<file path="src/rtl/pktport_pkg.sv">
package pktport_pkg;

    localparam int MAX_LEN = 65536;
    localparam int LEN_W   = $clog2(MAX_LEN + 1);
    localparam int DATA_W  = 8;
    localparam int WORD_W  = 32;
    localparam int ADDR_W  = 6;

    typedef logic [LEN_W-1:0]  len_t;
    typedef logic [DATA_W-1:0] byte_t;

    typedef enum logic [ADDR_W-1:0] {
        REG_ID_LO  = 6'h00,
        REG_ID_HI  = 6'h04,
        REG_BUSY   = 6'h08,
        REG_RXCNT  = 6'h0C,
        REG_TXCNT  = 6'h10,
        REG_INTCTL = 6'h14,
        REG_ROUTE  = 6'h18,
        REG_RXDATA = 6'h1C,
        REG_TXDATA = 6'h20
    } reg_off_e;

    localparam int BIT_TXDONE  = 0;
    localparam int BIT_RXAVAIL = 1;
    localparam int BIT_TEST    = 31;

    typedef struct packed {
        logic test_flag;
        logic test_irq;
        logic rx_avail;
        logic tx_done;
    } irq_state_t;

    function automatic logic [63:0] make_id(input logic [7:0] ver);
        return {ver, 8'h54, 8'h52, 8'h4F, 8'h50, 8'h54, 8'h4B, 8'h50};
    endfunction

    function automatic logic [WORD_W-1:0] widen_len(input len_t v);
        return {{(WORD_W-LEN_W){1'b0}}, v};
    endfunction

endpackage

</file>
<file path="src/rtl/pktport_rx.sv">
module pktport_rx
    import pktport_pkg::*;
(
    input  logic  clk,
    input  logic  rst,
    input  logic  in_valid,
    input  logic  in_start,
    input  len_t  in_len,
    input  byte_t in_data,
    output logic  in_ready,
    input  logic  blocked,
    input  logic  pop,
    output len_t  cnt_o,
    output byte_t byte_o,
    output logic  busy_o,
    output logic  arrive_o
);
    len_t  cnt_q, fetch_q;
    logic  hold_vld;
    byte_t hold_q;
    logic  idle, take_start, take_next, pop_ok;

    assign idle       = (cnt_q == '0);
    assign in_ready   = idle ? !blocked : ((fetch_q != '0) && !hold_vld);
    assign take_start = idle && in_valid && in_ready && in_start && (in_len != '0);
    assign take_next  = !idle && in_valid && in_ready;
    assign pop_ok     = pop && hold_vld;

    always_ff @(posedge clk) begin
        if (rst) begin
            cnt_q    <= '0;
            fetch_q  <= '0;
            hold_vld <= 1'b0;
            hold_q   <= '0;
        end else if (take_start) begin
            cnt_q    <= in_len;
            fetch_q  <= in_len - len_t'(1);
            hold_q   <= in_data;
            hold_vld <= 1'b1;
        end else if (take_next) begin
            hold_q   <= in_data;
            hold_vld <= 1'b1;
            fetch_q  <= fetch_q - len_t'(1);
        end else if (pop_ok) begin
            hold_vld <= 1'b0;
            cnt_q    <= cnt_q - len_t'(1);
        end
    end

    assign cnt_o    = cnt_q;
    assign byte_o   = hold_vld ? hold_q : '0;
    assign busy_o   = !idle && !hold_vld;
    assign arrive_o = take_start;
endmodule

</file>
<file path="src/rtl/pktport_tx.sv">
module pktport_tx
    import pktport_pkg::*;
(
    input  logic              clk,
    input  logic              rst,
    input  logic              wr_len,
    input  logic              wr_byte,
    input  logic [WORD_W-1:0] wdata,
    output logic              out_valid,
    input  logic              out_ready,
    output logic              out_start,
    output len_t              out_len,
    output byte_t             out_data,
    output len_t              cnt_o,
    output logic              busy_o,
    output logic              done_o
);
    len_t  len_q, wr_left, out_left;
    logic  hold_vld, first_q;
    byte_t hold_q;
    logic  accept_len, accept_byte, xfer;

    assign accept_len  = wr_len && (out_left == '0) && (wdata != '0)
                         && (wdata <= WORD_W'(MAX_LEN));
    assign accept_byte = wr_byte && (wr_left != '0) && !hold_vld;
    assign xfer        = hold_vld && out_ready;
    assign done_o      = xfer && (out_left == len_t'(1));

    always_ff @(posedge clk) begin
        if (rst) begin
            len_q    <= '0;
            wr_left  <= '0;
            out_left <= '0;
            hold_vld <= 1'b0;
            hold_q   <= '0;
            first_q  <= 1'b0;
        end else begin
            if (accept_len) begin
                len_q    <= wdata[LEN_W-1:0];
                wr_left  <= wdata[LEN_W-1:0];
                out_left <= wdata[LEN_W-1:0];
                first_q  <= 1'b1;
            end
            if (accept_byte) begin
                hold_q   <= wdata[DATA_W-1:0];
                hold_vld <= 1'b1;
                wr_left  <= wr_left - len_t'(1);
            end else if (xfer) begin
                hold_vld <= 1'b0;
                first_q  <= 1'b0;
                out_left <= out_left - len_t'(1);
                if (done_o) len_q <= '0;
            end
        end
    end

    assign out_valid = hold_vld;
    assign out_start = first_q;
    assign out_len   = len_q;
    assign out_data  = hold_q;
    assign cnt_o     = len_q;
    assign busy_o    = hold_vld;
endmodule

</file>
<file path="src/rtl/pktport_irq.sv">
module pktport_irq
    import pktport_pkg::*;
(
    input  logic              clk,
    input  logic              rst,
    input  logic              set_tx,
    input  logic              set_rx,
    input  logic              wr,
    input  logic              rd,
    input  logic [WORD_W-1:0] wdata,
    output irq_state_t        st_o,
    output logic              irq_o
);
    irq_state_t st_q;

    always_ff @(posedge clk) begin
        if (rst) begin
            st_q <= '0;
        end else begin
            if (set_tx)                     st_q.tx_done <= 1'b1;
            else if (wr && wdata[BIT_TXDONE]) st_q.tx_done <= 1'b0;

            if (set_rx)                      st_q.rx_avail <= 1'b1;
            else if (wr && wdata[BIT_RXAVAIL]) st_q.rx_avail <= 1'b0;

            if (wr && wdata[BIT_TEST]) st_q.test_flag <= 1'b1;
            else if (rd)               st_q.test_flag <= 1'b0;

            if (wr && wdata[BIT_TEST])      st_q.test_irq <= 1'b1;
            else if (wr && (wdata == '0))   st_q.test_irq <= 1'b0;
        end
    end

    assign st_o  = st_q;
    assign irq_o = st_q.tx_done | st_q.rx_avail | st_q.test_irq;
endmodule

</file>
<file path="src/rtl/pktport_top.sv">
module pktport_top
    import pktport_pkg::*;
#(
    parameter logic [7:0]        VERSION   = 8'h31,
    parameter logic [WORD_W-1:0] IRQ_ROUTE = 32'd2
) (
    input  logic              clk,
    input  logic              rst,
    input  logic [ADDR_W-1:0] bus_addr,
    input  logic              bus_wr,
    input  logic              bus_rd,
    input  logic [WORD_W-1:0] bus_wdata,
    output logic [WORD_W-1:0] bus_rdata,
    input  logic              in_valid,
    output logic              in_ready,
    input  logic              in_start,
    input  logic [LEN_W-1:0]  in_len,
    input  logic [DATA_W-1:0] in_data,
    output logic              out_valid,
    input  logic              out_ready,
    output logic              out_start,
    output logic [LEN_W-1:0]  out_len,
    output logic [DATA_W-1:0] out_data,
    output logic              irq
);
    localparam logic [63:0] ID_VALUE = make_id(VERSION);

    logic       rd_rxdata, wr_txdata, wr_txcnt, rd_intctl, wr_intctl;
    len_t       rx_cnt, tx_cnt;
    byte_t      rx_byte;
    logic       rx_busy, tx_busy, rx_arrive, tx_done_evt;
    irq_state_t ist;
    logic       rx_avail_w, tx_done_w, test_irq_w;

    assign rd_rxdata = bus_rd && (bus_addr == REG_RXDATA);
    assign wr_txdata = bus_wr && (bus_addr == REG_TXDATA);
    assign wr_txcnt  = bus_wr && (bus_addr == REG_TXCNT);
    assign rd_intctl = bus_rd && (bus_addr == REG_INTCTL);
    assign wr_intctl = bus_wr && (bus_addr == REG_INTCTL);

    pktport_rx u_rx (
        .clk(clk), .rst(rst),
        .in_valid(in_valid), .in_start(in_start), .in_len(in_len),
        .in_data(in_data), .in_ready(in_ready),
        .blocked(ist.rx_avail), .pop(rd_rxdata),
        .cnt_o(rx_cnt), .byte_o(rx_byte), .busy_o(rx_busy),
        .arrive_o(rx_arrive)
    );

    pktport_tx u_tx (
        .clk(clk), .rst(rst),
        .wr_len(wr_txcnt), .wr_byte(wr_txdata), .wdata(bus_wdata),
        .out_valid(out_valid), .out_ready(out_ready), .out_start(out_start),
        .out_len(out_len), .out_data(out_data),
        .cnt_o(tx_cnt), .busy_o(tx_busy), .done_o(tx_done_evt)
    );

    pktport_irq u_irq (
        .clk(clk), .rst(rst),
        .set_tx(tx_done_evt), .set_rx(rx_arrive),
        .wr(wr_intctl), .rd(rd_intctl), .wdata(bus_wdata),
        .st_o(ist), .irq_o(irq)
    );

    assign rx_avail_w = ist.rx_avail;
    assign tx_done_w  = ist.tx_done;
    assign test_irq_w = ist.test_irq;

    always_comb begin
        bus_rdata = '0;
        case (bus_addr)
            REG_ID_LO:  bus_rdata = ID_VALUE[31:0];
            REG_ID_HI:  bus_rdata = ID_VALUE[63:32];
            REG_BUSY:   bus_rdata = {{(WORD_W-1){1'b0}}, rx_busy | tx_busy};
            REG_RXCNT:  bus_rdata = widen_len(rx_cnt);
            REG_TXCNT:  bus_rdata = widen_len(tx_cnt);
            REG_INTCTL: begin
                bus_rdata[BIT_TEST]    = ist.test_flag;
                bus_rdata[BIT_RXAVAIL] = ist.rx_avail;
                bus_rdata[BIT_TXDONE]  = ist.tx_done;
            end
            REG_ROUTE:  bus_rdata = IRQ_ROUTE;
            REG_RXDATA: bus_rdata = {{(WORD_W-DATA_W){1'b0}}, rx_byte};
            default:    bus_rdata = '0;
        endcase
    end
endmodule

</file>
<file path="config.mk">
export PLATFORM = sky130hd
export DESIGN_NAME = pktport_top
export DESIGN_NICKNAME = d
export VERILOG_FILES = /design/src/rtl/pktport_pkg.sv /design/src/rtl/pktport_rx.sv /design/src/rtl/pktport_tx.sv /design/src/rtl/pktport_irq.sv /design/src/rtl/pktport_top.sv
export SDC_FILE = /design/constraint.sdc
export NUM_CORES = 1
export LEC_CHECK = 0
export ABC_CLOCK_PERIOD_IN_PS = 6200
export CORE_MARGIN = 5
export CORE_UTILIZATION = 45
export CTS_CLUSTER_DIAMETER = 60
export DETAILED_ROUTE_END_ITERATION = 7
export GPL_ROUTABILITY_DRIVEN = 0
export PLACE_DENSITY = 0.74
export SLEW_MARGIN = 10
export SYNTH_ARGS = -nofsm -noshare
export SYNTH_HDL_FRONTEND = slang
export SYNTH_SLANG_ARGS = --single-unit
</file>
<file path="constraint.sdc">
create_clock -name clk -period 6.2 [get_ports clk]
set_input_delay 0.62 -clock clk [delete_from_list [all_inputs] [get_ports clk]]
set_output_delay 0.62 -clock clk [all_outputs]
set_load 0.05 [all_outputs]
</file>
==> impl_metrics.env <==
export IMPL_status="completed"
export IMPL_power_uw=2680
export IMPL_root_buffer="clkbuf_16"
export IMPL_final_area_sq_um=7670
export IMPL_seq_area_sq_um=2160
export IMPL_slew_violations=0
export IMPL_grt_max_degree=72
export IMPL_portBuffers=123
export IMPL_setup_violations=0
export IMPL_grt_pass1_vias=5746
export IMPL_die_area_sq_um=16100
export IMPL_detail_route_wl_per_cell_um=17.9
export IMPL_grt_overflow=0
export IMPL_vdd_drop_max_mv=0.174
export IMPL_grtUsageTotal_pct=22.4
export IMPL_fill_cells=1291
export IMPL_finClkSkew_ps=7.00
export IMPL_syn_cell_area_sq_um=6170
export IMPL_dr_pass1_iters=5
export IMPL_cts_hold_buf=0
export IMPL_num_vias=5986
export IMPL_min_to="u_irq.st_o[3]"
export IMPL_reg2reg_setup_slack_ps=2170
export IMPL_synth_edf_count=0
export IMPL_required_ps=5580
export IMPL_pin_count=131
export IMPL_dpl_instance_area_sq_um=7380
export IMPL_hold_start="u_irq.st_o[3]"
export IMPL_cap_violations=0
export IMPL_postLayoutCoreUtil_pct=57.4
export IMPL_cp_start_kind="input port"
export IMPL_post_synth_num_cell_types=75
export IMPL_power_density_nw_per_um2=350
export IMPL_pre_cts_ws_ps=2020
export IMPL_cts_sinks=108
export IMPL_vias_per_cell=5.82
export IMPL_clkTransAtPathRegs_ps=70
export IMPL_critical_path_class="in -> out"
export IMPL_fin_crit_sh_pct=68.3
export IMPL_start_util_pct=46.2
export IMPL_post_dp_hpwl_um=13700
export IMPL_worstSetupEndpointType="primary output"
export IMPL_drt_iter0_drc=543
export IMPL_rsz0062_at_grt="no"
export IMPL_hold_viol_final=0
export IMPL_area_growth_pct=24.3
export IMPL_worst_slew_pin_slew_ps=1060
export IMPL_setup_slack_ps=1960
export IMPL_synth_seq_cells=108
export IMPL_cts_resized=0
export IMPL_antenna_found_initial=0
export IMPL_holdPathStages=2
export IMPL_ys_warn_count=0
export IMPL_die_y_um=127
export IMPL_finalSetupTns_ps=0
export IMPL_fp_row_count=42
export IMPL_drive_gt1_share_pct=7.15
export IMPL_htreeDepth=3
export IMPL_period_needed_ps=4240
export IMPL_timing_rr_start="u_rx.cnt_o[0]"
export IMPL_multiInputGateArea_sq_um=3660
export IMPL_grt_first_pass_wirelength_um=29400
export IMPL_relSlewSlack_pct=29.1
export IMPL_synthFlopType="dfxtp_1"
export IMPL_syn_area_per_cell_sq_um=8.16
export IMPL_hold_path_class="reg -> reg"
export IMPL_die_w_um=127
export IMPL_fin_nets=924
export IMPL_syn_inst=756
export IMPL_insertedDiodeCount=0
export IMPL_leakagePower_uw=0.00254
export IMPL_rr_worst_depth=12
export IMPL_clock_path_buffers=2
export IMPL_cts_buffers=9
export IMPL_cts_setup_buffers=0
export IMPL_finalWirelength_um=18400
export IMPL_seq_area_frac_synth_pct=35.1
export IMPL_core_sq_um=13300
export IMPL_postRouteAntennaNets=0
export IMPL_r2r_end="u_rx.fetch_q[14]"
export IMPL_cts_tree="built"
export IMPL_crit_fanout=10
export IMPL_fmax_mhz=236
export IMPL_insertion_delay_ps=360
export IMPL_drc_errors=0
export IMPL_synthArstFlopShare_pct=0
export IMPL_cp_arrival_ps=3620
-- critical path: stages --
cell and delay (ps):
clkdlybuf4s50_1 660, or4b_1 540, nor3b_1 710, a221o_1 270, clkdlybuf4s50_1 810
-- sequential cells by signal, summed over array words and instances (netlist names) --
name            flops
u_tx.out_data       8
u_rx.hold_vld       1
u_rx.fetch_q       17
u_rx.hold_q         8
u_tx.cnt_o         17
u_tx.out_left      17
u_tx.out_start      1
u_tx.busy_o         1
u_tx.wr_left       17
u_rx.cnt_o         17
u_irq.st_o          4
-- metrics by stage --
stage | hold WS, ps | std cells
2_1_floorplan | 432 | 762
3_3_place_gp | 442 | 1013
3_5_place_dp | 447 | 1013
4_1_cts | 458 | 1029
5_1_grt | 480 | 1029
6_report | 454 | 1029
-- cell usage after synthesis, types with 15 or more instances --
cell type  instances  area, sq um
nand3_1           23          115
a211oi_1          24          180
dfxtp_1          108         2160
a211oi_2          24          300
a21oi_1           56          280
clkbuf_1          31          116
nor3_1            35          175
xnor2_1           29          254
nand2_1          103          387
nor2_1            62          233
inv_1             15         56.3
a31oi_1           18          113
nor4_1            33          206
-- cell type report --
type                       count  area share (%)
clock buffer                  10            3.12
inverter                      15           0.734
multi-input combinational    585            47.8
timing repair buffer         129            16.6
clock inverter                 6           0.653
tap                          176            2.87
sequential                   108            28.2
-- metal layers --
metal,part of all wire [%],vias to the layer above,GRT usage (%)
li1,-,2953,-
met1,43,2785,28.3
met2,48,209,36.7
met3,6.0,39,5.59
met4,2.6,0,8.58
met5,0,-,0
-- power by group --
group,leakage [uW],switching (uW),internal [uW]
Sequential,0.000875,112,801
Combinational,0.00153,730,479
Clock,0.000135,274,287
-- cells in the final DEF, fill, tap and decap left out, types with 23 or more instances in the layout --
master             n
xnor2_1           29
a21oi_1           56
nor3_1            35
nand3_1           23
clkdlybuf4s50_1  122
nor2_1            62
nand2_1          103
nor4_1            33
dfxtp_1          108
a211oi_2          24
a211oi_1          24
-- worst max-delay path by stage --
| stage | from | to | slack [ps] | cells past startpoint |
|---|---|---|---|---|
| finish | bus_addr[4] | bus_rdata[0] | 1960 | 5 |
| global route | u_rx.cnt_o[0] | bus_rdata[0] | 1890 | 8 |
| CTS | u_rx.cnt_o[0] | bus_rdata[0] | 2000 | 8 |
| detailed placement | bus_addr[4] | bus_rdata[0] | 2020 | 5 |
| global placement | bus_addr[4] | bus_rdata[0] | 2020 | 5 |
| floorplan | bus_addr[1] | bus_rdata[29] | 2150 | 5 |
-- logic make-up after synthesis --
family,share of synthesized area [%]
buffers and inverters,5.88
flip-flops,35.1
multiplexers,1.62
AND/OR/NAND/NOR,28.5
other,0.0608
AO/OA/AOI/OAI,22.3
XOR/XNOR,5.40
adder cells (fa/ha/maj),1.22
Note: power is estimated with default switching activity, not from simulation.
